File: src/rtl/pvic_pkg.sv
`timescale 1ns/1ps
package pvic_pkg;

    localparam int NSRC = 16;
    localparam int IDW  = $clog2(NSRC);
    localparam int VW   = 16;
    localparam int HALF = NSRC / 2;

    localparam logic [VW-1:0] VBASE_LO  = 16'h2000;
    localparam logic [VW-1:0] VBASE_HI  = 16'h2030;
    localparam logic [VW-1:0] VEC_TRAP  = 16'h2010;
    localparam logic [VW-1:0] VEC_UNIMP = 16'h2012;

    typedef enum logic [1:0] {
        W_NONE  = 2'd0,
        W_LINE  = 2'd1,
        W_TRAP  = 2'd2,
        W_UNIMP = 2'd3
    } win_kind_e;

    typedef struct packed {
        win_kind_e      kind;
        logic [IDW-1:0] idx;
    } winner_t;

    // Vector address of a winner: two banks of two-byte slots
    function automatic logic [VW-1:0] vec_of(input winner_t w);
        logic [VW-1:0] off;
        off = VW'({w.idx[IDW-2:0], 1'b0});
        case (w.kind)
            W_UNIMP: vec_of = VEC_UNIMP;
            W_TRAP:  vec_of = VEC_TRAP;
            W_LINE:  vec_of = (int'(w.idx) >= HALF) ? VBASE_HI + off : VBASE_LO + off;
            default: vec_of = '0;
        endcase
    endfunction

endpackage

File: src/rtl/pvic_pend_bank.sv
`timescale 1ns/1ps
module pvic_pend_bank
    import pvic_pkg::*;
#(
    parameter int N = NSRC
) (
    input  logic         clk,
    input  logic         rst,
    input  logic [N-1:0] req_in,
    input  logic         wr_pend,
    input  logic         wr_mask,
    input  logic [N-1:0] wdata,
    input  logic [N-1:0] clr_vec,
    output logic [N-1:0] pend,
    output logic [N-1:0] mask
);

    logic [N-1:0] req_q;
    logic [N-1:0] rise;
    logic [N-1:0] base;
    logic [N-1:0] pend_nx;

    always_comb begin
        rise    = req_in & ~req_q;
        base    = wr_pend ? wdata : pend;
        pend_nx = (base & ~clr_vec) | rise;
    end

    always_ff @(posedge clk) begin
        if (rst) begin
            req_q <= '0;
            pend  <= '0;
            mask  <= '0;
        end else begin
            req_q <= req_in;
            pend  <= pend_nx;
            if (wr_mask) mask <= wdata;
        end
    end

    for (genvar i = 0; i < N; i++) begin : g_chk
        AST_EDGE_LATCHES: assert property (@(posedge clk) disable iff (rst)
            rise[i] |=> pend[i]);
    end

endmodule

File: src/rtl/pvic_arbiter.sv
`timescale 1ns/1ps
module pvic_arbiter
    import pvic_pkg::*;
#(
    parameter int N = NSRC
) (
    input  logic [N-1:0] pend,
    input  logic [N-1:0] mask,
    input  logic         gie,
    input  logic         inhibit,
    input  logic         trap_p,
    input  logic         unimp_p,
    output winner_t      win
);

    logic [N-1:0] ready;

    always_comb begin
        ready        = pend & (gie ? mask : '0);
        ready[N-1]   = pend[N-1];
        if (inhibit) ready = '0;

        win.kind = W_NONE;
        win.idx  = '0;
        for (int i = 0; i < N; i++) begin
            if (ready[i]) begin
                win.kind = W_LINE;
                win.idx  = IDW'(i);
            end
        end
        if (trap_p) begin
            win.kind = W_TRAP;
            win.idx  = '0;
        end
        if (unimp_p) begin
            win.kind = W_UNIMP;
            win.idx  = '0;
        end
    end

endmodule

File: src/rtl/pvic_vec_seq.sv
`timescale 1ns/1ps
module pvic_vec_seq
    import pvic_pkg::*;
#(
    parameter int LAT_INT = 11,
    parameter int LAT_EXT = 13
) (
    input  logic          clk,
    input  logic          rst,
    input  logic          take,
    input  logic          ext_stack,
    input  logic [VW-1:0] vec_in,
    output logic          busy,
    output logic          vec_valid,
    output logic [VW-1:0] vec_addr
);

    localparam int CW = $clog2(LAT_EXT + 1);
    localparam logic [CW-1:0] LOAD_INT = CW'(LAT_INT - 1);
    localparam logic [CW-1:0] LOAD_EXT = CW'(LAT_EXT - 1);

    logic [CW-1:0] cnt;
    logic [VW-1:0] vec_q;

    always_ff @(posedge clk) begin
        if (rst) begin
            busy  <= 1'b0;
            cnt   <= '0;
            vec_q <= '0;
        end else if (take && !busy) begin
            busy  <= 1'b1;
            cnt   <= ext_stack ? LOAD_EXT : LOAD_INT;
            vec_q <= vec_in;
        end else if (busy) begin
            if (cnt == '0) busy <= 1'b0;
            else           cnt  <= cnt - 1'b1;
        end
    end

    assign vec_valid = busy && (cnt == '0);
    assign vec_addr  = vec_q;

    AST_VALID_SINGLE: assert property (@(posedge clk) disable iff (rst)
        vec_valid |=> !vec_valid);
    AST_NO_INSTANT_VECTOR: assert property (@(posedge clk) disable iff (rst)
        (take && !busy) |=> !vec_valid);
    AST_VECTOR_HELD: assert property (@(posedge clk) disable iff (rst)
        (busy && $past(busy)) |-> $stable(vec_q));

endmodule

File: src/rtl/pvic_top.sv
`timescale 1ns/1ps
module pvic_top
    import pvic_pkg::*;
#(
    parameter int LAT_INT = 11,
    parameter int LAT_EXT = 13
) (
    input  logic            clk,
    input  logic            rst,
    input  logic [NSRC-1:0] req_in,
    input  logic            reg_wr,
    input  logic            reg_sel,
    input  logic [NSRC-1:0] reg_wdata,
    output logic [NSRC-1:0] reg_rdata,
    input  logic            cmd_gie_set,
    input  logic            cmd_gie_clr,
    input  logic            instr_retire,
    input  logic            retire_inhibit,
    input  logic            trap_req,
    input  logic            unimp_req,
    input  logic            ack,
    input  logic            ext_stack,
    output logic            irq,
    output logic [VW-1:0]   vec_addr,
    output logic            vec_valid
);

    logic [NSRC-1:0] pend;
    logic [NSRC-1:0] mask;
    logic [NSRC-1:0] clr_vec;
    logic            gie_q;
    logic            inhibit_q;
    logic            trap_p;
    logic            unimp_p;
    logic            busy;
    logic            take;
    winner_t         win;

    pvic_pend_bank #(.N(NSRC)) u_bank (
        .clk     (clk),
        .rst     (rst),
        .req_in  (req_in),
        .wr_pend (reg_wr && !reg_sel),
        .wr_mask (reg_wr && reg_sel),
        .wdata   (reg_wdata),
        .clr_vec (clr_vec),
        .pend    (pend),
        .mask    (mask)
    );

    pvic_arbiter #(.N(NSRC)) u_arb (
        .pend    (pend),
        .mask    (mask),
        .gie     (gie_q),
        .inhibit (inhibit_q),
        .trap_p  (trap_p),
        .unimp_p (unimp_p),
        .win     (win)
    );

    pvic_vec_seq #(.LAT_INT(LAT_INT), .LAT_EXT(LAT_EXT)) u_seq (
        .clk       (clk),
        .rst       (rst),
        .take      (take),
        .ext_stack (ext_stack),
        .vec_in    (vec_of(win)),
        .busy      (busy),
        .vec_valid (vec_valid),
        .vec_addr  (vec_addr)
    );

    assign irq       = (win.kind != W_NONE) && !busy;
    assign take      = ack && irq;
    assign reg_rdata = reg_sel ? mask : pend;

    always_comb begin
        clr_vec = '0;
        if (take && win.kind == W_LINE) clr_vec[win.idx] = 1'b1;
    end

    always_ff @(posedge clk) begin
        if (rst) begin
            gie_q     <= 1'b0;
            inhibit_q <= 1'b0;
            trap_p    <= 1'b0;
            unimp_p   <= 1'b0;
        end else begin
            if (cmd_gie_clr)      gie_q <= 1'b0;
            else if (cmd_gie_set) gie_q <= 1'b1;
            if (instr_retire) inhibit_q <= retire_inhibit;
            trap_p  <= trap_req  || (trap_p  && !(take && win.kind == W_TRAP));
            unimp_p <= unimp_req || (unimp_p && !(take && win.kind == W_UNIMP));
        end
    end

    AST_QUIET_WHILE_BUSY: assert property (@(posedge clk) disable iff (rst)
        busy |-> !irq);
    AST_INHIBIT_BLOCKS: assert property (@(posedge clk) disable iff (rst)
        (inhibit_q && !trap_p && !unimp_p) |-> !irq);
    AST_GATED_TAKE: assert property (@(posedge clk) disable iff (rst)
        (take && win.kind == W_LINE && win.idx != IDW'(NSRC - 1)) |-> (gie_q && mask[win.idx]));
    AST_SPECIAL_CLEARS: assert property (@(posedge clk) disable iff (rst)
        (take && win.kind == W_UNIMP && !unimp_req) |=> !unimp_p);

endmodule

File: config.mk
export PLATFORM = sky130hd
export DESIGN_NAME = pvic_top
export DESIGN_NICKNAME = d
export VERILOG_FILES = /design/src/rtl/pvic_pkg.sv /design/src/rtl/pvic_pend_bank.sv /design/src/rtl/pvic_arbiter.sv /design/src/rtl/pvic_vec_seq.sv /design/src/rtl/pvic_top.sv
export SDC_FILE = /design/constraint.sdc
export NUM_CORES = 1
export LEC_CHECK = 0
export BUFFER_PORTS_ARGS = -buffer_cell sky130_fd_sc_hd__buf_2
export CAP_MARGIN = 10
export CORE_MARGIN = 2
export CORE_UTILIZATION = 40
export CTS_CLUSTER_DIAMETER = 200
export DETAILED_ROUTE_END_ITERATION = 6
export PLACE_DENSITY_LB_ADDON = 0.15
export SETUP_SLACK_MARGIN = 0.1
export SLEW_MARGIN = 15
export SYNTH_ARGS = -nofsm -noshare
export SYNTH_HDL_FRONTEND = slang
export SYNTH_SLANG_ARGS = --single-unit
File: constraint.sdc
create_clock -name clk -period 1.78 [get_ports clk]
set_clock_uncertainty 0.15 [all_clocks]
set_input_delay 0.178 -clock clk [delete_from_list [all_inputs] [get_ports clk]]
set_output_delay 0.178 -clock clk [all_outputs]
set_load 0.02 [all_outputs]
Word-level counts from Yosys, hierarchy flattened
Cells that the tools add are included.
{"block": "classes", "eq_ne": 4, "muxes": 34, "n_lt_le_gt_ge": 3, "n_div": 0, "reduce_logical": 23, "bitwise_logic": 6, "shifts": 0, "mul": 0, "addsub": 3}
{"op": "$mux 5", "n": 16}
{"op": "$mux 16", "n": 4}
{"op": "$pmux 15 s3", "n": 1}
{"op": "$and 16x16->16", "n": 2}
{"op": "$not 16->16", "n": 2}
{"op": "$add 14x4->15 const A", "n": 2}
{"op": "$mux 15", "n": 2}
{"op": "$or 16x16->16", "n": 1}
{"op": "$and 15x15->15", "n": 1}
{"op": "$logic_and 1x1->1", "n": 12}
{"op": "$mux 4", "n": 3}
{"op": "$mux 6", "n": 2}
{"op": "$lt 4x5->1 const B", "n": 1}
{"op": "$demux 1 s4", "n": 1}
{"op": "$eq 2x2->1 const B", "n": 2}
{"op": "$ge 4x1->1 const B", "n": 1}
{"op": "$ge 4x4->1 const B", "n": 1}
{"op": "$logic_not 1->1", "n": 4}
{"op": "$logic_not 4->1", "n": 1}
{"op": "$mux 1", "n": 4}
{"op": "$reduce_bool 2->1", "n": 2}
{"op": "$sub 4x1->4 const B", "n": 1}
{"op": "$mux 3", "n": 1}
{"op": "$eq 2x1->1 const B", "n": 1}
{"op": "4 further kinds", "n": 5}
{"block": "totals", "output_inout_bits": 34, "mem_count": 0, "reg_bits": 73, "word_cells": 83, "mem_bits_rw": 0, "latchBits": 0, "rom_bits": 0, "input_bits": 44}

Logic depth before layout (Yosys ltp)
Gate-level depths: netlist of run 1.
{"block": "logic_depth", "depth_word": 29, "ltp_mapped": 7}

Hierarchy
A second synthesis of run 1 with hierarchy kept.
{"block": "hier_totals", "cells_unflattened": 378, "area_unflattened_um2": 3562.2}
{"mod": "pvic_pend_bank", "cells_per_inst": 154, "n_inst": 1, "area_each_um2": 1820.5}
{"mod": "pvic_vec_seq", "cells_per_inst": 103, "n_inst": 1, "area_each_um2": 862.1}
{"mod": "pvic_top", "cells_per_inst": 73, "n_inst": 1, "area_each_um2": 578.1}
{"mod": "pvic_arbiter", "cells_per_inst": 48, "n_inst": 1, "area_each_um2": 301.5}

Least setup slack after synthesis of run 1
OpenSTA, ideal clock, no wires.
{"block": "synth_path", "kind": "flip-flop to flip-flop", "startpoint": "reg u_bank.pend[10]", "endpoint": "reg u_seq.cnt[2]", "stages_incl_launch_ff": 7, "setup_time_ns": 0.079, "synth_period_minus_slack_ns": 1.924, "t_required_ns": 1.551, "slack_ns": -0.144, "arrival_ns": 1.695, "path_buffers": 0, "path_cell_list": "dfxtp_1 a22oi_4 nand2_2 a2111o_1 o31ai_4 nor2_1 a211oi_2"}
{"block": "synth_between", "elab_chain_len": 16}
{"item": "start: declaration", "line_no": "pvic_pend_bank.sv:14", "rtl": "output logic [N-1:0] pend,"}
{"item": "start signal: assignment", "line_no": "pvic_pend_bank.sv:36", "rtl": "pend <= pend_nx;"}
{"item": "$and 15x15->15 *", "line_no": "pvic_arbiter.sv:19", "rtl": "ready = pend & (gie ? mask : '0);"}
{"item": "$mux 16 *", "line_no": "pvic_arbiter.sv:21", "rtl": "if (inhibit) ready = '0;"}
{"item": "$mux 5 * (6 in series)", "line_no": "pvic_arbiter.sv:26", "rtl": "if (ready[i]) begin"}
{"item": "$mux 6 *", "line_no": "pvic_arbiter.sv:31", "rtl": "if (trap_p) begin"}
{"item": "$mux 6 *", "line_no": "pvic_arbiter.sv:35", "rtl": "if (unimp_p) begin"}
{"item": "$reduce_bool 2->1 *", "line_no": "pvic_top.sv:72", "rtl": "assign irq = (win.kind != W_NONE) && !busy;"}
{"item": "$logic_and 1x1->1 *", "line_no": "pvic_top.sv:72"}
{"item": "$logic_and 1x1->1 *", "line_no": "pvic_top.sv:73", "rtl": "assign take = ack && irq;"}
{"item": "$logic_and 1x1->1 *", "line_no": "pvic_vec_seq.sv:30", "rtl": "end else if (take && !busy) begin"}
{"item": "$ne 2x1->1 (no source line) or $reduce_bool 2->1 (tied branches)"}
{"item": "$reduce_and 2->1 (no source line)"}
{"item": "end signal: assignment", "line_no": "pvic_vec_seq.sv:32", "rtl": "cnt <= ext_stack ? LOAD_EXT : LOAD_INT;"}
{"item": "end signal: assignment", "line_no": "pvic_vec_seq.sv:36", "rtl": "else cnt <= cnt - 1'b1;"}
{"item": "end: declaration", "line_no": "pvic_vec_seq.sv:22", "rtl": "logic [CW-1:0] cnt;"}
Mark *: on every way between the ends. The rest lies on a longest branch, timed or not.
A chain may end at the register's enable or synchronous reset.

Final worst setup path of run 1
{"block": "layout_path", "startpoint": "reg gie_q", "endpoint": "out irq"}
{"block": "layout_between", "elab_chain_len": 23}
{"item": "start: declaration", "line_no": "pvic_top.sv:31", "rtl": "logic gie_q;"}
{"item": "start signal: assignment", "line_no": "pvic_top.sv:83", "rtl": "gie_q <= 1'b0;"}
{"item": "start signal: assignment", "line_no": "pvic_top.sv:88", "rtl": "if (cmd_gie_clr) gie_q <= 1'b0;"}
{"item": "start signal: assignment", "line_no": "pvic_top.sv:89", "rtl": "else if (cmd_gie_set) gie_q <= 1'b1;"}
{"item": "$mux 15 *", "line_no": "pvic_arbiter.sv:19"}
{"item": "$and 15x15->15 *", "line_no": "pvic_arbiter.sv:19"}
{"item": "$mux 16 *", "line_no": "pvic_arbiter.sv:21"}
{"item": "$mux 5 (14 in series)", "line_no": "pvic_arbiter.sv:26"}
{"item": "$mux 5 * (2 in series)", "line_no": "pvic_arbiter.sv:26"}
{"item": "$mux 6 *", "line_no": "pvic_arbiter.sv:31"}
{"item": "$mux 6 *", "line_no": "pvic_arbiter.sv:35"}
{"item": "$reduce_bool 2->1 *", "line_no": "pvic_top.sv:72"}
{"item": "$logic_and 1x1->1 *", "line_no": "pvic_top.sv:72"}
{"item": "end: declaration", "line_no": "pvic_top.sv:23", "rtl": "output logic irq,"}
Marked as above.

==> run summary, run 1 <==
The total of endpoints with negative setup slack in the final report came out at 26. The slowest stage cell on the critical path is sky130_fd_sc_hd__a2111o_1. The worst ir drop on vdd came out at 0.000457 V. The worst setup slack after layout came out at -379 ps.

The worst setup path is captured at an output port. The cell internal power dissipation is 2.74 mW. The net count reported at finish is 603. The detailed placer's ending HPWL is 6.58 mm. The post-synthesis to final-layout area growth is 59.2%. The fraction of the cycle the final worst path needs came out at 1.21. The power spent charging and discharging nets is 1.18 mW. Max-cap violations in this run came to 0. The cell depth of the worst setup path came out at 6. The number of flip-flops and latches in the synthesized netlist came out at 63. Of the cells placed in the final design, the portion with a size suffix greater than 1 is 0.438. In the layout the commonest cells are 76 x sky130_fd_sc_hd__nand2_1, 72 x sky130_fd_sc_hd__buf_4, 66 x sky130_fd_sc_hd__buf_2. The final hold violation count is 0. The pre-antenna-repair detailed-routing pass consisted of 4 iterations. The length in cells of the worst reg-to-reg path is 9. The width of the chip is 92.3 um. The share of total power dissipated in combinational logic is 0.295. TritonCTS built the clock tree. At the worst endpoint, the required time is 1450 ps. After clock tree synthesis, the clock-pin slew on the worst setup and hold paths is 60 ps. In the global route stage, overall resource usage came out at 0.230.

The initial standard-cell utilization of the core is 0.408. The maximum cell stage delay along the critical path came out at 440 ps. The number of cells traversed by the worst hold path is 3. The synthesized cell area came out at 0.00312 sq mm.

The fraction of registers with async set/reset came out at 0. The critical path arrival is 1830 ps. Setup repair after global routing could not meet its margin everywhere. The clock share of power came out at 0.297. The core footprint came out at 0.00765 sq mm. The clock passes through at most 2 buffers. The number of port buffers came out at 67. The total wire length after detailed routing is 9.70 mm. The number of DRC violations after detailed routing came out at 0. The final-layout worst hold slack is 15.6 ps. The number of buffers and inverters on the critical path is 1. The share of total power dissipated in sequential elements is 0.408. The cell family contributing the most delay on the critical path is compound AO/OA/AOI/OAI gates. Derived from the worst setup path, the maximum achievable clock frequency is 0.463 GHz. The final critical path time including I/O delays and setup came out at 2160 ps. In this run the remaining antenna-violating nets after routing total 0. The analysis attributes to cell leakage a power of 2.21 nW. The final reports fail on negative setup slack. The aggregate global routing overflow is 0. Yosys mapped a number of flops with a built-in enable equal to 0.

STA classifies the critical path startpoint as a flip-flop. The number of antenna violations at the first check in global routing came out at 0. The pin count of the biggest net entering global routing came out at 66. The clock root buffer is sky130_fd_sc_hd__clkbuf_8.

Power spread over the standard cell area amounts to 788 mW/mm^2. The count of synthesis-stage warnings from yosys is 0. The via count of the first global-routing pass came out at 3364. The filler cell count in the final layout is 647. Power comes to 3.91 mW. In the synthesized netlist the dominant register cell turns out to be sky130_fd_sc_hd__dfxtp_1. In the final routed layout, each cell accounts on average for 14.7 um.

The H-tree was split into 3 levels. The critical path is of the flip-flop to output port type. The sequential share of the synthesized area came out at 0.404. The wire length of the first global-routing pass is 15.5 mm.

The critical path goes through or2b_4 -> o22ai_2 -> a2111o_1 -> nor3_2 -> nor2_2 -> buf_6. The flow ran to the end, but the final reports show violations. The routed layout has 3326 vias. The top fanout value on the critical path came out at 4. The synthesized instance count came out at 376. The count of pins over their slew limit is 0.

The first-iteration detailed-routing DRC count is 108. The final RePlAce weighted congestion came out at 0.805. The die area came out at 0.00853 sq mm. The share of the core filled with cells in the final layout came out at 0.650. Each instance of the synthesized netlist takes up on average 8.30 sq um. The switching share of power came out at 0.301. In this run the worst hold path is classified as primary input to flip-flop. The count of cell types in the netlist is 55.

Leaving out fill and tap cells, the most frequent cell in the layout is sky130_fd_sc_hd__nand2_1. The via density per instance came out at 5.02. The number of clock sinks is 63. The total I/O pin count is 78. The die is 92.3 um tall. The number of CTS-inserted buffers is 9. The floorplan row count is 32.

At the later pin of the worst-skew pair, clock insertion delay measures 340 ps. 0 antenna diodes ended up in the layout.
-- sequential cells by signal, summed over array words and instances (netlist names) --
register / count
trap_p: 1
u_seq.cnt: 4
u_seq.vec_addr: 6
inhibit_q: 1
u_bank.mask: 16
u_seq.busy: 1
unimp_p: 1
u_bank.req_q: 16
gie_q: 1
u_bank.pend: 16
-- worst min-delay path, delay by kind of cell --
kind                   cells  cell delay, ps
AOI/OAI and AO/OA          1              40
and+or+nand+nor            1             110
buffers and inverters      1             120
-- logic make-up (layout without fill, tap and decap cells) --
kind of cell | Yosys count | in the layout | synth area share
simple gates | 161 | 161 | 0.242
compound gates | 91 | 91 | 0.211
flops | 63 | 63 | 0.404
buf+inv | 35 | 210 | 0.0545
mux | 20 | 20 | 0.0705
xor+xnor | 3 | 3 | 0.00842
fa+ha+maj | 2 | 2 | 0.00801
other cells | 1 | 10 | 0.00120
-- through the flow --
step	TNS, ps	cells	worst slack (ps)	instance area, sq um
6_report	-4310	662	-379	4970
4_1_cts	-3910	663	-369	4930
2_1_floorplan	-703	385	-129	3230
3_5_place_dp	-4480	597	-325	4080
3_3_place_gp	-4150	597	-269	4080
5_1_grt	-6290	662	-441	4970
-- worst paths after layout --
kind,from,end,slack [ps]
setup / recovery,gie_q$_SDFFE_PP0P_,irq,-380
hold / removal,ext_stack,u_seq.cnt[2]$_SDFFE_PP0P_,20
setup reg to reg,gie_q$_SDFFE_PP0P_,u_seq.vec_addr[3]$_SDFFE_PP0P_,-360
hold reg to reg,u_bank.req_q[15]$_SDFF_PP0_,u_bank.pend[15]$_SDFF_PP0_,300
-- what timing repair did --
| action | 4_1_cts | 5_1_grt |
|---|---|---|
| resized for setup | 50 | 9 |
| endpoints found under the setup margin | 27 | 28 |
| pin swaps | 24 | 11 |
| endpoints found under the hold margin | 36 | 0 |
| buffers inserted | 14 | 1 |
| cloned | 0 | 0 |
| hold buffers | 38 | 0 |
-- synthesized netlist by cell type (all sizes together), types with 2 or more instances --
| cell | n | area share |
|---|---|---|
| mux2 | 16 | 0.058 |
| xnor2 | 2 | 0.0056 |
| nand2 | 80 | 0.097 |
| o21ai | 3 | 0.0048 |
| a41oi | 5 | 0.014 |
| o22ai | 2 | 0.0040 |
| nor2 | 18 | 0.022 |
| a22o | 4 | 0.011 |
| inv | 8 | 0.0096 |
| a21boi | 2 | 0.0048 |
| nor2b | 21 | 0.042 |
| a31o | 7 | 0.020 |
| o31a | 2 | 0.0060 |
| nand4 | 3 | 0.0060 |
| o31ai | 3 | 0.012 |
| or2 | 2 | 0.0040 |
| a211oi | 2 | 0.0064 |
| a21oi | 32 | 0.051 |
| nand3 | 7 | 0.011 |
| buf | 17 | 0.033 |
| and2 | 2 | 0.0040 |
| nor3 | 6 | 0.0096 |
| clkbuf | 10 | 0.012 |
| a32o | 2 | 0.0064 |
| mux2i | 4 | 0.013 |
| nand2b | 14 | 0.028 |
| a31oi | 8 | 0.016 |
| dfxtp | 63 | 0.40 |
| o21a | 3 | 0.0072 |
| ha | 2 | 0.0080 |
| and3 | 3 | 0.0060 |
| a22oi | 8 | 0.025 |
-- final cells by class --
type / count / area [sq um] / share of cell area
Inverter: 8 / 30.0 / 0.00604
Sequential cell: 63 / 1270 / 0.256
Multi-Input combinational cell: 287 / 1960 / 0.394
Clock buffer: 14 / 183 / 0.0368
Tap cell: 102 / 128 / 0.0257
Timing Repair Buffer: 188 / 1400 / 0.281
-- metal layers --
metal / part of all wire / routed length [um] / global-route usage / up-vias
met5: 0 / 0 / 0 / -
met4: 0.016 / 153 / 0.0933 / 0
met3: 0.041 / 395 / 0.0358 / 17
met2: 0.50 / 4890 / 0.401 / 76
met1: 0.44 / 4270 / 0.283 / 1574
li1: - / - / - / 1659
-- power by group through the flow --
stage / Clock (mW) / Sequential (mW) / Combinational (mW)
global route: 1.25 / 1.61 / 1.24
finish: 1.16 / 1.60 / 1.16
floorplan: 0 / 1.64 / 0.521
global placement: 0 / 1.62 / 0.934
CTS: 1.19 / 1.59 / 1.13
detailed placement: 0 / 1.62 / 0.941
(Power assumes the default switching activity.)
==> inputs of run 2 (changes only) <==
--- a/config.mk
+++ b/config.mk
@@ -5,6 +5,7 @@
 export SDC_FILE = /design/constraint.sdc
 export NUM_CORES = 1
 export LEC_CHECK = 0
+export ABC_AREA = 1
 export BUFFER_PORTS_ARGS = -buffer_cell sky130_fd_sc_hd__buf_2
 export CAP_MARGIN = 10
 export CORE_MARGIN = 2
==> run 2 against run 1 <==
The run ends with negative hold slack, negative setup slack left. Non-clock buffer count fell by 40. Via count rose by 0.21%. Wire length fell by 7.1%. Critical path depth grew 6. Critical endpoint unchanged. Cell area is 7.0% lower. Fmax up 0.25%.
==> run summary, run 2 <==
The run finished, with violations left. The final reports fail on negative hold slack, negative setup slack. The average footprint of a synthesized cell is 6.60 sq um. The count of pins over their slew limit is 0. The type of the worst min-delay path is primary input to flip-flop. The post-synthesis simple-gate area fraction came out at 0.335. Setup violations remaining at the end of the flow were counted as 30. The worst setup slack after layout is -374 ps. The repair_antennas step left the layout with diodes totalling 0. The number of antenna violations at the first check in global routing came to 0. Setup repair after global routing could not meet its margin everywhere.

The fraction of post-synthesis cell area in the top cell type by area came out at 0.402. The worst-case IR drop observed on VDD is 0.000538 V. By area, the combinational part of the netlist is dominated by simple AND/OR/NAND/NOR gates. The share of the synthesized area in compound gates (AO/OA/AOI/OAI) is 0.126. The biggest area contributor in the post-synthesis netlist is sky130_fd_sc_hd__dfxtp_1. The top cell types in the final layout, fill and taps aside, are 118 x sky130_fd_sc_hd__nand2_1, 66 x sky130_fd_sc_hd__buf_2, 61 x sky130_fd_sc_hd__inv_1, 61 x sky130_fd_sc_hd__dfxtp_1, 59 x sky130_fd_sc_hd__nor2_1. The die span in y came out at 92.6 um. By count the netlist is led by 120 x sky130_fd_sc_hd__nand2_1, 66 x sky130_fd_sc_hd__nor2_1, 63 x sky130_fd_sc_hd__dfxtp_1. The via count of the first global-routing pass is 3283.

The maximum count of clock buffers along a single path is 2. The pin count of the biggest net entering global routing came out at 25. The floorplan row count is 32. The synthesized-area fraction occupied by adder cells came out at 0.00798.

STA classifies the critical path endpoint as an output port. In this run the number of H-tree levels came out at 3. For the worst-skew pair, the clock arrives at the later sink with an insertion delay of 340 ps. Wires add up to 9.01 mm. TritonCTS built the clock tree. For this run the aggregate overflow at the end of global routing stands at 0. The share of the core filled with cells in the final layout came out at 0.605. The required time at the endpoint of the critical path is 1450 ps. Counting every sink on the clock net gives 63. The clock root buffer is sky130_fd_sc_hd__clkbuf_8.

The wire length of the first global-routing pass came out at 14.9 mm. The first detailed-routing pass ran for 6 iterations. The via density per instance came out at 4.60. The total I/O pin count came out at 78. The detail route stage leaves a number of antenna-violating nets equal to 0. The post-layout total power came out at 3.64 mW.

The fraction of registers with async set/reset is 0. The final RePlAce weighted congestion is 0.930. The initial standard-cell utilization of the core is 0.410.

The sequential share of the synthesized area came out at 0.402. The number of flip-flops and latches in the synthesized netlist is 63. The number of port buffers is 67. The number of flops mapped to enable cells by yosys is 0. Excluding fillers, the count of instances in the completed layout stands at 725. The count of cell types in the netlist is 32. In the routed design, unresolved DRC markers number 0. In the final layout, the registers with the most flip-flops are u_bank.mask: 16 flops, u_bank.pend: 16 flops, u_bank.req_q: 16 flops.

By area the synthesized netlist is led by sky130_fd_sc_hd__dfxtp_1 40%, sky130_fd_sc_hd__nand2_1 14%, sky130_fd_sc_hd__nor2_1 7.9%. The top fanout value on the critical path came out at 6. The core footprint came out at 0.00765 sq mm. The worst setup path is launched from a flip-flop. In this run, placement finished with an instance count of 664. The width of the chip is 92.6 um. The post-synthesis share of cell area spent on xor and xnor gates is 0.00279. The die area came out at 0.00857 sq mm.

For the finished layout, the period the worst path requires is 2150 ps. The synthesized cell area is 0.00314 sq mm. The main flop type after synthesis is sky130_fd_sc_hd__dfxtp_1. For this run, the total global-route usage over all layers was measured as 0.219. The final-layout worst hold slack came out at -2.29 ps. Leaving out fill and tap cells, the most frequent cell in the layout is sky130_fd_sc_hd__nand2_1.

The detailed router finished its first iteration with 123 violations. The total cell area at the placement stage is 0.00380 sq mm. For the worst setup path, the data arrival time is 1830 ps. Max-cap violations in this run came to 0. The maximum clock frequency is 0.464 GHz. The final hold violation count came out at 1. The total via count after detailed routing came out at 3333. The post-synthesis to final-layout area growth came out at 47.4%.

The most common cell in the synthesized netlist is sky130_fd_sc_hd__nand2_1. The power density over the cells came out at 787 mW/mm^2. The clock transition time at the flip-flop clock pins of the worst setup and hold paths is 60 ps. Dividing the final minimum period by the clock period gives 1.21.

The area of all placed cells without fillers came out at 0.00462 sq mm. In this run the static leakage power is 2.30 nW. After legalization and detailed placement, the total HPWL measured 6.27 mm.

After synthesis, the share of cell area in mux cells is 0. Summed over all failing endpoints, the final setup total negative slack is -7510 ps. The share of cells above drive strength 1 is 0.297. In the final design database the tool counted 666 nets. During synthesis, Yosys emitted a total of 0 warnings. The post-detailed-route wirelength per cell came out at 12.4 um. In this run, CTS created clock tree buffers numbering 9.

The setup slack after placement is -323 ps. Synthesis produced a netlist whose cell count is 475. The category of the critical setup timing path is flip-flop to output port.
## run 2: changes by cell type in the layout (fill, tap and decap cells not counted), sizes merged, moves of 8 or more
cell	before	now
nor2	18	73
nand2b	14	0
nor2b	21	0
buf	150	111
a22oi	8	0
inv	8	68
o21ai	3	41
mux2	16	0
nand3	7	25
nand2	80	128
## run 2: layout make-up
type | count | area (sq um)
Fill cell | 746 | 3020
Multi-Input combinational cell | 329 | 1730
Sequential cell | 63 | 1270
Timing Repair Buffer | 148 | 1060
Inverter | 69 | 273
Clock buffer | 13 | 159
Tap cell | 102 | 128
Clock inverter | 1 | 5.00
## run 2: worst max-delay path: stages, from the launching register on
cell and delay [ps]:
sky130_fd_sc_hd__dfxtp_4 360, sky130_fd_sc_hd__buf_4 150, sky130_fd_sc_hd__nand2_8 80, sky130_fd_sc_hd__nor2_4 30, sky130_fd_sc_hd__clkinv_2 40, sky130_fd_sc_hd__and2_4 150, sky130_fd_sc_hd__nand2_4 50, sky130_fd_sc_hd__nor2_4 130
sky130_fd_sc_hd__nand4_2 90, sky130_fd_sc_hd__nand2_2 110, sky130_fd_sc_hd__inv_6 40, sky130_fd_sc_hd__buf_4 130, sky130_fd_sc_hd__buf_6 120
## run 2: routing by layer
layer,share of wire,wire (um),vias up,GRT usage
li1,-,-,1747,-
met1,0.47,4210,1501,0.285
met2,0.48,4320,73,0.374
met3,0.041,369,12,0.0317
met4,0.012,108,0,0.0721
met5,0,0,-,0
## run 2: worst paths after layout
check,from,endpoint,slack (ps),cells past startpoint
setup reg to reg,gie_q$_SDFFE_PP0P_,u_bank.pend[1]$_SDFF_PP0_,-360,13
hold reg to reg,u_bank.req_q[11]$_SDFF_PP0_,u_bank.pend[11]$_SDFF_PP0_,260,1
hold / removal,reg_wdata[7],u_bank.mask[7]$_SDFFE_PP0P_,-2,3
setup / recovery,gie_q$_SDFFE_PP0P_,irq,-370,12
## run 2: repair_timing
action	CTS	global route
setup buffers	4	5
pin swaps	15	17
hold buffers	37	0
cloned	1	0
hold endpoints to repair	37	0
resized for setup	23	29
endpoints found under the setup margin	30	30
## run 2: cells by family (layout without fill, tap and decap cells)
| family | Yosys count | after routing |
|---|---|---|
| simple gates | 240 | 241 |
| buf+inv | 93 | 231 |
| compound gates | 75 | 75 |
| flops | 63 | 63 |
| fa+ha+maj | 2 | 2 |
| other cells | 1 | 10 |
| xor+xnor | 1 | 1 |
## run 2: where the power goes
group          total [mW]  switching [mW]  internal (mW)
combinational       0.965           0.552          0.413
clock                1.07           0.507          0.565
sequential           1.60          0.0758           1.53
total                3.64            1.14           2.50
==> inputs of run 3 (changes only) <==
--- a/config.mk
+++ b/config.mk
@@ -17,4 +17,5 @@
 export SLEW_MARGIN = 15
 export SYNTH_ARGS = -nofsm -noshare
 export SYNTH_HDL_FRONTEND = slang
+export SYNTH_HIERARCHICAL = 1
 export SYNTH_SLANG_ARGS = --single-unit
==> run 3 against run 2 <==
The run still ends with negative hold slack, negative setup slack left. Combinational power is 46% higher. Wire length grew 15%. Worst hold slack got worse by 3.0 ps. Largest cell class unchanged.
==> run summary, run 3 <==
The run finished, with violations left. The final reports fail on negative hold slack, negative setup slack. The critical path in this run is classified as flip-flop to output port.

Ranked by instance count, the synthesized netlist is headed by 119 x sky130_fd_sc_hd__nand2_1, 115 x sky130_fd_sc_hd__nor2_1, 86 x sky130_fd_sc_hd__inv_1. The fraction of the cycle the final worst path needs is 1.29. In this run, synthesis produced a sequential element count of 73. The post-detailed-route wirelength per cell is 11.8 um.

The count of pins over their slew limit is 0. The width of the chip is 102 um. Of the cells placed in the final design, the portion with a size suffix greater than 1 is 0.347. The die area came out at 0.0103 sq mm.

In this run the standard cell core region covers 0.00924 sq mm. In the post-synthesis netlist, the cell with the most instances is sky130_fd_sc_hd__nand2_1. The total I/O pin count came out at 78. Synthesis produced 553 cells.

The repair_antennas step left the layout with diodes totalling 0. The total wire length after detailed routing came out at 10.3 mm. The power density over the cells came out at 880 mW/mm^2. The number of DRC violations after detailed routing is 0.

At the worst endpoint, the required time is 1450 ps. The source of the worst register-to-register timing path is inhibit_q$_SDFFE_PP0P_. The total via count after detailed routing came out at 3901. The worst setup path is captured at an output port. The critical path arrival came out at 1970 ps.

The maximum clock frequency is 0.435 GHz. In the final design database the tool counted 788 nets. The fraction of registers with async set/reset is 0.

The final hold violation count is 1. Across all setup checks in the final design, the least slack found is -518 ps. Of the post-synthesis cell area, the dominant cell type holds 0.383. Compared with the post-synthesis result, the final layout area differs by 49.0%. The count of cell types in the netlist came out at 38. The die is 102 um tall. The number of CTS-inserted buffers is 9. The worst-skew pair later-pin latency came out at 350 ps.

sky130_fd_sc_hd__dfxtp_1 takes more of the synthesized area than any other cell. The min-delay analysis places its worst path in the category primary input to flip-flop. Tracing the worst setup path back leads to its startpoint at inhibit_q$_SDFFE_PP0P_. In this run the most critical hold path is launched from retire_inhibit. Yosys printed 6 warnings. The via count of the first global-routing pass is 3732. The library cell used most frequently in the layout, excluding fill and tap cells, is sky130_fd_sc_hd__nand2_1.

STA classifies the critical path startpoint as a flip-flop. The design draws 5.01 mW. The synthesized design contains 0 enable-type register cells. The number of port buffers came out at 77.

The number of instances in the placed design is 813. The initial standard-cell utilization of the core came out at 0.413. The sequential share of the synthesized area came out at 0.383. TritonCTS built the clock tree.

At the end of routability-driven placement, the weighted congestion stood at 0.894. The synthesized cell area is 0.00382 sq mm. The clock transition time at the flip-flop clock pins of the worst setup and hold paths came out at 70 ps.

The total cell area at the placement stage came out at 0.00475 sq mm. The total global routing track utilization is 0.213. The leakage power figure came out at 2.96 nW.

The clock root buffer is sky130_fd_sc_hd__clkbuf_8. Across the VDD grid, the largest voltage drop is 0.000452 V. Detailed placement ended at an HPWL of 7.34 mm.

Setup repair after global routing could not meet its margin everywhere. The H-tree was split into 3 levels. Using the TritonRoute via totals, the vias-per-cell ratio works out to 4.45.

By area the synthesized netlist is led by sky130_fd_sc_hd__dfxtp_1 38%, sky130_fd_sc_hd__nand2_1 12%, sky130_fd_sc_hd__nor2_1 11%. Across the run, the number of max-cap violations was 0. The final cell count without fillers is 876.

The number of detailed-routing iterations run before antenna repair is 4. The first routing iteration left 117 violations. Entering global routing, the biggest net connects 25 pins. The top fanout value on the critical path is 5.

The routed design could run at a clock period as short as 2300 ps. Each instance of the synthesized netlist takes up on average 6.91 sq um. The aggregate global routing overflow came out at 0. The top cell types in the final layout, fill and taps aside, are 107 x sky130_fd_sc_hd__nand2_1, 106 x sky130_fd_sc_hd__nor2_1, 81 x sky130_fd_sc_hd__inv_1. The floorplan row count is 35.

The number of antenna violations at the first check in global routing came out at 0. The total of endpoints with negative setup slack in the final report came out at 40. Counting every sink on the clock net gives 73. The most used flip-flop cell after synthesis is sky130_fd_sc_hd__dfxtp_1.

Final hold analysis gives a worst-case slack of -5.33 ps. The count of nets left with antenna violations once routing finished came out at 0. Once layout is done, the placed cells without fillers occupy 0.00569 sq mm. The wire length of the first global-routing pass is 17.1 mm. The maximum count of clock buffers along a single path is 2.
[run 3: layout make-up]
type	count	area, sq um
fillers	856	3550
multi-input cells	378	2100
flip-flops and latches	73	1470
repair buffers	184	1330
inverters	96	378
well taps	129	161
clock buffers	11	131
clock inverters	5	128
[run 3: per-layer routing]
metal / part of all wire / GRT usage / up-vias / routed length (um)
li1: - / - / 2054 / -
met1: 0.48 / 0.277 / 1762 / 4950
met2: 0.47 / 0.359 / 73 / 4850
met3: 0.039 / 0.0311 / 12 / 398
met5: 0 / 0 / - / 0
met4: 0.012 / 0.0728 / 0 / 129
[run 3: power breakdown]
group          switching, mW  internal, mW  leakage [nW]
clock                  0.625          1.07         0.124
combinational          0.778         0.632          2.22
sequential            0.0975          1.80         0.608
total                   1.50          3.51          2.96
[run 3: cell families (layout without fill, tap and decap cells)]
logic type,after synthesis,after routing,share of synthesized area
flip-flops,73,73,0.383
buffers and inverters,113,296,0.141
AND/OR/NAND/NOR,299,301,0.352
AO/OA/AOI/OAI,48,48,0.0668
adder cells (fa/ha/maj),2,2,0.00655
other,1,10,0.000982
multiplexers,17,17,0.0498
[run 3: critical path: stages, from the launching register on]
cell	delay, ps
sky130_fd_sc_hd__dfxtp_2	350
sky130_fd_sc_hd__inv_4	60
sky130_fd_sc_hd__nand2_8	100
sky130_fd_sc_hd__nor2_1	60
sky130_fd_sc_hd__nor2_1	180
sky130_fd_sc_hd__nand2_2	110
sky130_fd_sc_hd__nor4_4	280
sky130_fd_sc_hd__o21bai_2	130
sky130_fd_sc_hd__inv_2	80
sky130_fd_sc_hd__buf_6	100
sky130_fd_sc_hd__a21oi_4	50
sky130_fd_sc_hd__buf_6	120
[run 3: what timing repair did]
action	4_1_cts	5_1_grt
hold buffers	36	0
pin swaps	38	5
endpoints found under the hold margin	48	0
resized for setup	55	16
endpoints found under the setup margin	41	40
buffers inserted	4	4
gates cloned	3	0
[run 3: metrics by stage]
stage                     setup WS [ps]  utilization  setup TNS [ps]
after floorplan                    -372            -           -9560
after global placement             -522        0.514          -15940
after detailed placement           -537        0.514          -18070
after CTS                          -506        0.608          -15540
after global routing               -631        0.616          -21930
final                              -518        0.616          -16200
[run 3: worst paths after layout]
kind / endpoint / slack [ps] / cells past startpoint
setup reg to reg: u_bank/pend[15]$_SDFF_PP0_ / -500 / 16
setup / recovery: irq / -520 / 11
hold / removal: inhibit_q$_SDFFE_PP0P_ / -5 / 3
hold reg to reg: u_bank/pend[1]$_SDFF_PP0_ / 300 / 3
